<file path="config.mk">
export PLATFORM = sky130hd
export DESIGN_NAME = i2c_led_cmd_target
export DESIGN_NICKNAME = d
export VERILOG_FILES = /design/src/rtl/i2c_led_pkg.sv /design/src/rtl/i2c_led_sync.sv /design/src/rtl/i2c_led_bus_events.sv /design/src/rtl/i2c_led_byte_rx.sv /design/src/rtl/i2c_led_cmd_decode.sv /design/src/rtl/i2c_led_cmd_target.sv
export SDC_FILE = /design/constraint.sdc
export NUM_CORES = 1
export LEC_CHECK = 0
export BUFFER_PORTS_ARGS = -buffer_cell sky130_fd_sc_hd__buf_4
export CAP_MARGIN = 0
export CORE_AREA = 2 2 72 102
export CTS_CLUSTER_SIZE = 28
export DETAILED_ROUTE_END_ITERATION = 16
export DIE_AREA = 0 0 74 104
export GPL_TIMING_DRIVEN = 1
export SLEW_MARGIN = 20
export SYNTH_ARGS = -nofsm -noshare
export SYNTH_HDL_FRONTEND = slang
export SYNTH_SLANG_ARGS = --single-unit
</file>
<file path="constraint.sdc">
create_clock -name clk -period 1.9 [get_ports clk]
set_input_delay 0.285 -clock clk [delete_from_list [all_inputs] [get_ports clk]]
set_output_delay 0.285 -clock clk [all_outputs]
set_load 0.05 [all_outputs]
</file>
<file path="src/rtl/i2c_led_pkg.sv">
package i2c_led_pkg;
   localparam int BYTE_W = 8;
   localparam int ADDR_W = 7;

   typedef enum logic [2:0] {
      PH_IDLE,
      PH_ADDR,
      PH_ADDR_ACK,
      PH_DATA,
      PH_DATA_ACK,
      PH_SKIP
   } phase_t;
endpackage

</file>
<file path="src/rtl/i2c_led_sync.sv">
module i2c_led_sync #(
   parameter int W = 2,
   parameter int STAGES = 2,
   parameter logic [W-1:0] RESET_VAL = '1
) (
   input  logic         clk,
   input  logic         rst_n,
   input  logic [W-1:0] d_i,
   output logic [W-1:0] q_o
);
   logic [W-1:0] chain [STAGES];

   generate
      if (STAGES < 2) begin : g_bad_stages
         $error("i2c_led_sync: STAGES must be at least 2");
      end
   endgenerate

   always_ff @(posedge clk or negedge rst_n) begin
      if (!rst_n) chain[0] <= RESET_VAL;
      else        chain[0] <= d_i;
   end

   generate
      for (genvar s = 1; s < STAGES; s++) begin : g_stage
         always_ff @(posedge clk or negedge rst_n) begin
            if (!rst_n) chain[s] <= RESET_VAL;
            else        chain[s] <= chain[s-1];
         end
      end
   endgenerate

   assign q_o = chain[STAGES-1];
endmodule

</file>
<file path="src/rtl/i2c_led_bus_events.sv">
module i2c_led_bus_events (
   input  logic clk,
   input  logic rst_n,
   input  logic scl_s,
   input  logic sda_s,
   output logic scl_rise,
   output logic scl_fall,
   output logic start_det,
   output logic stop_det,
   output logic sda_bit
);
   logic scl_q, sda_q;

   always_ff @(posedge clk or negedge rst_n) begin
      if (!rst_n) begin
         scl_q <= 1'b1;
         sda_q <= 1'b1;
      end else begin
         scl_q <= scl_s;
         sda_q <= sda_s;
      end
   end

   assign scl_rise  =  scl_s & ~scl_q;
   assign scl_fall  = ~scl_s &  scl_q;
   assign start_det =  scl_s &  scl_q &  sda_q & ~sda_s;
   assign stop_det  =  scl_s &  scl_q & ~sda_q &  sda_s;
   assign sda_bit   =  sda_s;
endmodule

</file>
<file path="src/rtl/i2c_led_byte_rx.sv">
module i2c_led_byte_rx
   import i2c_led_pkg::*;
#(
   parameter logic [ADDR_W-1:0] TARGET_ADDR = 7'h02
) (
   input  logic              clk,
   input  logic              rst_n,
   input  logic              scl_rise,
   input  logic              scl_fall,
   input  logic              start_det,
   input  logic              stop_det,
   input  logic              sda_bit,
   output logic              byte_valid,
   output logic [BYTE_W-1:0] byte_data,
   output logic              sda_pull
);
   localparam int CNT_W = $clog2(BYTE_W + 1);
   localparam logic [CNT_W-1:0] FULL = CNT_W'(BYTE_W);

   phase_t             phase;
   logic [CNT_W-1:0]   bit_cnt;
   logic [BYTE_W-1:0]  shreg;
   logic [BYTE_W-1:0]  hold;
   logic               addr_ok;

   assign addr_ok = (shreg[BYTE_W-1:1] == TARGET_ADDR) && !shreg[0];

   always_ff @(posedge clk or negedge rst_n) begin
      if (!rst_n) begin
         phase      <= PH_IDLE;
         bit_cnt    <= '0;
         shreg      <= '0;
         hold       <= '0;
         sda_pull   <= 1'b0;
         byte_valid <= 1'b0;
      end else begin
         byte_valid <= 1'b0;
         if (start_det) begin
            phase    <= PH_ADDR;
            bit_cnt  <= '0;
            sda_pull <= 1'b0;
         end else if (stop_det) begin
            phase    <= PH_IDLE;
            sda_pull <= 1'b0;
         end else begin
            unique case (phase)
               PH_ADDR, PH_DATA: begin
                  if (scl_rise && bit_cnt < FULL) begin
                     shreg   <= {shreg[BYTE_W-2:0], sda_bit};
                     bit_cnt <= bit_cnt + 1'b1;
                  end else if (scl_fall && bit_cnt == FULL) begin
                     if (phase == PH_ADDR) begin
                        if (addr_ok) begin
                           sda_pull <= 1'b1;
                           phase    <= PH_ADDR_ACK;
                        end else begin
                           phase    <= PH_SKIP;
                        end
                     end else begin
                        hold     <= shreg;
                        sda_pull <= 1'b1;
                        phase    <= PH_DATA_ACK;
                     end
                  end
               end
               PH_ADDR_ACK: begin
                  if (scl_fall) begin
                     sda_pull <= 1'b0;
                     bit_cnt  <= '0;
                     phase    <= PH_DATA;
                  end
               end
               PH_DATA_ACK: begin
                  if (scl_rise) byte_valid <= 1'b1;
                  if (scl_fall) begin
                     sda_pull <= 1'b0;
                     bit_cnt  <= '0;
                     phase    <= PH_DATA;
                  end
               end
               default: ;
            endcase
         end
      end
   end

   assign byte_data = hold;

   AST_PULL_IN_ACK: assert property (@(posedge clk) disable iff (!rst_n)
      sda_pull |-> (phase == PH_ADDR_ACK || phase == PH_DATA_ACK));
   AST_BYTE_FROM_ACK: assert property (@(posedge clk) disable iff (!rst_n)
      byte_valid |-> $past(phase) == PH_DATA_ACK);
   AST_SKIP_SILENT: assert property (@(posedge clk) disable iff (!rst_n)
      (phase == PH_SKIP && !start_det) |=> !byte_valid && !sda_pull);
   AST_RESTART_ADDR: assert property (@(posedge clk) disable iff (!rst_n)
      start_det |=> phase == PH_ADDR);
endmodule

</file>
<file path="src/rtl/i2c_led_cmd_decode.sv">
module i2c_led_cmd_decode
   import i2c_led_pkg::*;
#(
   parameter int LED_COUNT = 8,
   parameter logic [BYTE_W-1:0] CMD_ARM = 8'h0A,
   parameter logic [BYTE_W-1:0] CMD_COMMIT = 8'h0B
) (
   input  logic                 clk,
   input  logic                 rst_n,
   input  logic                 byte_valid,
   input  logic [BYTE_W-1:0]    byte_data,
   output logic [LED_COUNT-1:0] led
);
   logic              armed;
   logic [BYTE_W-1:0] pattern;
   logic              commit;

   generate
      if (LED_COUNT < 1 || LED_COUNT > BYTE_W) begin : g_bad_leds
         $error("i2c_led_cmd_decode: LED_COUNT out of range");
      end
      if (CMD_ARM == CMD_COMMIT) begin : g_bad_cmds
         $error("i2c_led_cmd_decode: command codes must differ");
      end
   endgenerate

   assign commit = byte_valid && !armed && (byte_data == CMD_COMMIT);

   always_ff @(posedge clk or negedge rst_n) begin
      if (!rst_n) begin
         armed   <= 1'b0;
         pattern <= '0;
         led     <= '0;
      end else if (byte_valid) begin
         if (armed) begin
            pattern <= byte_data;
            armed   <= 1'b0;
         end else if (byte_data == CMD_ARM) begin
            armed   <= 1'b1;
         end else if (commit) begin
            led     <= pattern[LED_COUNT-1:0];
         end
      end
   end

   AST_PATTERN_HOLD: assert property (@(posedge clk) disable iff (!rst_n)
      !(byte_valid && armed) |=> $stable(pattern));
   AST_ARM_CLEARS: assert property (@(posedge clk) disable iff (!rst_n)
      (byte_valid && armed) |=> !armed);
   AST_LED_HOLD: assert property (@(posedge clk) disable iff (!rst_n)
      !commit |=> $stable(led));
endmodule

</file>
<file path="src/rtl/i2c_led_cmd_target.sv">
module i2c_led_cmd_target
   import i2c_led_pkg::*;
#(
   parameter logic [ADDR_W-1:0] TARGET_ADDR = 7'h02,
   parameter int SYNC_STAGES = 2,
   parameter int LED_COUNT = 8,
   parameter logic [BYTE_W-1:0] CMD_ARM = 8'h0A,
   parameter logic [BYTE_W-1:0] CMD_COMMIT = 8'h0B
) (
   input  logic                 clk,
   input  logic                 rst_n,
   input  logic                 scl_i,
   input  logic                 sda_i,
   output logic                 sda_pull_o,
   output logic [LED_COUNT-1:0] led_o
);
   logic [1:0]        bus_s;
   logic              scl_rise, scl_fall, start_det, stop_det, sda_bit;
   logic              byte_valid;
   logic [BYTE_W-1:0] byte_data;

   i2c_led_sync #(.W(2), .STAGES(SYNC_STAGES), .RESET_VAL(2'b11)) sync_i (
      .clk   (clk),
      .rst_n (rst_n),
      .d_i   ({scl_i, sda_i}),
      .q_o   (bus_s)
   );

   i2c_led_bus_events events_i (
      .clk       (clk),
      .rst_n     (rst_n),
      .scl_s     (bus_s[1]),
      .sda_s     (bus_s[0]),
      .scl_rise  (scl_rise),
      .scl_fall  (scl_fall),
      .start_det (start_det),
      .stop_det  (stop_det),
      .sda_bit   (sda_bit)
   );

   i2c_led_byte_rx #(.TARGET_ADDR(TARGET_ADDR)) rx_i (
      .clk        (clk),
      .rst_n      (rst_n),
      .scl_rise   (scl_rise),
      .scl_fall   (scl_fall),
      .start_det  (start_det),
      .stop_det   (stop_det),
      .sda_bit    (sda_bit),
      .byte_valid (byte_valid),
      .byte_data  (byte_data),
      .sda_pull   (sda_pull_o)
   );

   i2c_led_cmd_decode #(
      .LED_COUNT  (LED_COUNT),
      .CMD_ARM    (CMD_ARM),
      .CMD_COMMIT (CMD_COMMIT)
   ) dec_i (
      .clk        (clk),
      .rst_n      (rst_n),
      .byte_valid (byte_valid),
      .byte_data  (byte_data),
      .led        (led_o)
   );
endmodule

</file>
After elaboration in Yosys (flattened, before gate mapping)
Index checks and enable logic that the tools add are counted.
Operators by class
  add/subtract/negate cells: 1
  order comparisons: 1
  eq/ne operators: 15
  multiplexer cells: 27
  bitwise logic cells: 17
  reductions and logical operators: 18
Operators with widths (number)
  3-bit two-way mux: 7
  8-bit by 4-bit == test with 1-bit output (second input constant): 2
  4-bit two-way mux: 4
  4-bit AND reduction: 4
  1-bit two-way mux: 13
  1-bit inverter: 10
  4-bit case mux with 2 select lines: 1
  1-bit AND: 7
  7-bit by 2-bit == test with 1-bit output (second input constant): 1
  3-bit by 2-bit == test with 1-bit output (second input constant): 2
  3-bit case mux with 2 select lines: 1
  6-bit AND reduction: 1
  1-bit logical AND: 5
  5-bit by 4-bit != test with 1-bit output (second input constant): 1
  5-bit AND reduction: 1
  4-bit by 1-bit adder with 4-bit output (second input constant): 1
  4-bit == test (second input constant): 1
  4-bit < comparator (second input constant): 1
  4-bit by 1-bit != test with 1-bit output (second input constant): 1
  4-bit by 3-bit != test with 1-bit output (second input constant): 1
  4-bit != test (second input constant): 1
  4-bit nonzero test: 1
  2-bit OR reduction: 2
  3-bit by 1-bit == test with 1-bit output (second input constant): 1
  other kinds (8): 9
Storage, ports and cells
  bits in registers: 48
  word-level logic and storage cells: 92

Depth between registers and ports, before layout
  depth in word-level cells: 9
  depth in mapped cells: 7

Modules after synthesis
From an unflattened synthesis, not the netlist that was laid out.
Unflattened totals
  cells, all modules: 147
  area, all modules: 2103.3 um^2
By module, submodules not included
  i2c_led_byte_rx: instances 1, cells an instance 93, area each 1207.4 um^2, sequential area each 625.6 um^2
  i2c_led_cmd_decode: instances 1, cells an instance 41, area each 683.2 um^2, sequential area each 425.4 um^2
  i2c_led_sync: instances 1, cells an instance 6, area each 120.1 um^2, sequential area each 105.1 um^2
  i2c_led_bus_events: instances 1, cells an instance 7, area each 92.6 um^2, sequential area each 52.6 um^2

Worst setup path after synthesis
OpenSTA, ideal clock, no wires.
  kind: register to register
  start point: register events_i.scl_q
  end point: register rx_i.hold[0] (netlist: rx_i.byte_data[0])
  library setup time: 125 ps
  arrival: 1547 ps
  data required time: 1775 ps
  setup slack: 228 ps
  stages on the path, launching flop included: 7
  period minus slack after synthesis: 1672 ps
  cell sequence: dfstp_2 -> buf_6 -> nand2b_1 -> nor4_1 -> and3_1 -> buf_6 -> mux2_4
Between the ends
  longest elaborated chain between the ends: 5
  elaborated cells on any way between the ends: 14
  classes of those cells: bitwise (11); reduce/logical (3)
RTL lines
  start, declared: line i2c_led_bus_events.sv:12  | logic scl_q, sda_q;
  start signal, assigned: line i2c_led_bus_events.sv:19  | scl_q <= scl_s;
  1-bit AND / 1-bit inverter (equally long branches): line i2c_led_bus_events.sv:26, i2c_led_bus_events.sv:27, i2c_led_bus_events.sv:24
  1-bit AND (on tied branches): line i2c_led_bus_events.sv:26, i2c_led_bus_events.sv:24, i2c_led_bus_events.sv:27
  1-bit AND (tied with other cells): line i2c_led_bus_events.sv:26  | assign start_det = scl_s & scl_q & sda_q & ~sda_s;
  1-bit inverter (no source line)
  6-bit AND reduction (no source line) (*)
  end signal, assigned: line i2c_led_byte_rx.sv:60  | hold <= shreg;
  end, declared: line i2c_led_byte_rx.sv:23  | logic [BYTE_W-1:0] hold;
Every way passes the cells marked *; elsewhere a longest branch is shown, timed or not.
A chain may end at the register's enable or synchronous reset.

Worst setup path after layout
  start point: register events_i.scl_q
  end point: register rx_i.hold[1] (netlist: rx_i.byte_data[1])
The elaborated chain is that of the path after synthesis.

==> impl_metrics.csv <==
group,metric,value,unit
setup_path,start_kind,"register",
grt,grt_overflow,0,
floorplan,ios,13,
job,drv_cap,0,
cells_and_area,stdcell_area,2390,um^2
clock_tree,ctsHoldBuffers,0,
drt,wire_per_inst,12.1,um
placement,io_buffers,12,
synthesis,async_flop_share,100,%
placement,hpwl,2410,um
floorplan,die_y,104,um
setup_path,arrival,1970,ps
grt,grt_max_degree,49,
setup_path,crit_chain,"nand2b_1 -> nor4_1 -> and3_1 -> buf_4 -> mux2_4",
floorplan,start_util,30.2,%
clock_tree,clock_path_buffers,2,
synthesis,syn_nets,171,
synthesis,synth_ff_type,"dfrtp_1",
clock_tree,clk_pin_slew,90,ps
timing,tightest_slew,607,ps
clock_tree,cts_setup_buffers,0,
timing,fin_setup_tns,0,ps
synthesis,synth.distinct_cells,35,
clock_tree,cts_tree,"done",
floorplan,die_x,74,um
status,status,"complete, but fails checks",
placement,place_inst,274,
drt,wirelength,3410,um
timing,clock_skew,9.01,ps
timing,finalHoldViolations,18,
floorplan,rows,36,
hold_path,hold_class,"in2async",
setup_path,crit_fanout,9,
timing,relSlewSlack,59.5,%
timing,slew_viol_final,0,
drt,drt_iter0_markers,48,
setup_path,end_kind,"register",
synthesis,synth.most_common_cell,"dfrtp_1",
setup_path,criticalPathCategory,"reg2reg",
grt,antenna_found_initial,0,
drt,drc_errors,0,
synthesis,ys_warn_count,0,
cells_and_area,drive_gt1_share,31.6,%
cells_and_area,area.growth.synth_to_final,16.5,%
synthesis,synth_top_area_share,51.3,%
timing,min_period_over_period,93.7,%
clock_tree,clk_latency,300,ps
cells_and_area,nets,192,
clock_tree,cts_root_buf,"clkbuf_8",
clock_tree,cts_resized,0,
synthesis,syn_area_per_cell,12.4,um^2
synthesis,synth_commonest_cells,"dfrtp_1 (42), nand2_1 (31), mux2_2 (16), mux2_4 (8)",
timing,fmax,562,MHz
synthesis,ys_seq_elements,48,
drt,viasPerCell,4.53,
drt,vias,1277,
grt,grt_pass1_vias,1300,
synthesis,yosysTopAreaCell,"dfrtp_1",
synthesis,synthCells,165,
floorplan,die_area,7700,um^2
placement,routabilityCongestion,0.764,
timing,setup_viol,0,
drt,first_pass_iters,4,
timing,finalCriticalPeriod,1780,ps
cells_and_area,instances_no_fill,282,
status,violations,"hold timing",
cells_and_area,diodes,0,
floorplan,core_area,6800,um^2
power_and_ir_drop,leakagePower,0.00117,uW
synthesis,syn_area,2050,um^2
clock_tree,cts_buffers,5,
grt,grt_pass1_wl,6010,um
setup_path,crit_path_top_delay_cell,"dfstp_2",
power_and_ir_drop,ir_drop,0.409,mV
timing,rsz0062_at_grt,"false",
grt,grtUsageTotal,9.85,%
clock_tree,htree_levels,2,
timing,holdWs,-7.89,ps
synthesis,synth_edf_count,0,
clock_tree,clock_sinks,48,
placement,post_dp_cell_area,2270,um^2
cells_and_area,nFillCells,668,
setup_path,crit_path_max_incr_delay,600,ps
setup_path,critPathBufInv,1,
synthesis,synth.area.top_cells,"dfrtp_1 (51%), mux2_2 (8.8%), dfstp_2 (7.7%)",
setup_path,critPathRequiredTime,2080,ps
setup_path,cpLargestDelayFamily,"flip-flops",
drt,ant_nets,0,
synthesis,seq_area_frac_synth,58.9,%
power_and_ir_drop,powerDensity,1060,nW/um^2
==> placed cells by master (no fill, tap or decap), types with 4 or more instances in the layout <==
cell | synthesis | layout
dfrtp_1 | 42 | 42
nand2_1 | 31 | 31
buf_4 | 0 | 19
mux2_2 | 16 | 16
mux2_4 | 8 | 8
inv_1 | 6 | 6
dfstp_2 | 6 | 6
nor2_1 | 5 | 5
clkbuf_8 | 0 | 5
o21ai_0 | 4 | 4
a21oi_1 | 4 | 4
==> kinds of logic after synthesis <==
group           Yosys count  share of synthesized area [%]
compound gates           21                           7.32
xor+xnor                  2                          0.854
fa+ha+maj                 2                           1.22
buf+inv                  11                           2.93
flops                    48                           58.9
mux                      24                           14.6
simple gates             57                           14.1
==> registers in the layout, indices dropped and copies added (netlist names) <==
name / cells
dec_i.led: 8
rx_i.phase: 3
dec_i.pattern: 8
dec_i.armed: 1
events_i.sda_q: 1
sync_i.chain: 2
rx_i.bit_cnt: 4
rx_i.sda_pull: 1
rx_i.shreg: 8
rx_i.byte_data: 8
sync_i.q_o: 2
rx_i.byte_valid: 1
events_i.scl_q: 1
==> metal layers <==
| layer | share of wire [%] | global-route usage (%) | wire length (um) |
|---|---|---|---|
| met1 | 44 | 11.7 | 1490 |
| met2 | 51 | 16.5 | 1750 |
| met3 | 2.9 | 2.52 | 100 |
| met4 | 1.8 | 4.16 | 60 |
| met5 | 0 | 0 | 0 |
==> where the power goes <==
part	internal [uW]	switching, uW	leakage [uW]
combinational	207	247	0.000480
sequential	1160	159	0.000633
clock	397	353	0.0000548
==> per-stage QoR <==
step | total power, uW | util [%] | worst slack [ps]
CTS | 2570 | 35.1 | 112
global route | 2700 | 35.1 | 1.36
floorplan | 1620 | - | 228
detailed placement | 1800 | 33.4 | 134
global placement | 1800 | 33.4 | 167
finish | 2530 | 35.1 | 119
==> layout make-up <==
type	instances	area (um^2)	area share [%]
well taps	95	119	4.97
clock inverters	3	46.3	1.94
clock buffers	5	68.8	2.88
inverters	6	22.5	0.942
repair buffers	19	143	5.97
multi-input cells	106	782	32.7
flip-flops and latches	48	1210	50.6
==> worst paths after layout <==
| check | from | end | slack (ps) | depth (start not counted) |
|---|---|---|---|---|
| hold / removal | rst_n | rx_i.bit_cnt[1]$_DFFE_PN0P_ | -8 | 1 |
| setup / recovery | events_i.scl_q$_DFF_PN1_ | rx_i.byte_data[1]$_DFFE_PN0P_ | 120 | 5 |
| min in group clk | scl_i | sync_i.chain[3]$_DFF_PN1_ | 90 | 1 |
| hold reg to reg | sync_i.chain[3]$_DFF_PN1_ | sync_i.q_o[1]$_DFF_PN1_ | 360 | 0 |
| setup reg to reg | events_i.scl_q$_DFF_PN1_ | rx_i.byte_data[1]$_DFFE_PN0P_ | 120 | 5 |
| max in group asynchronous | rst_n | rx_i.bit_cnt[3]$_DFFE_PN0P_ | 1500 | 1 |
Power figures use the tool's default switching activity.
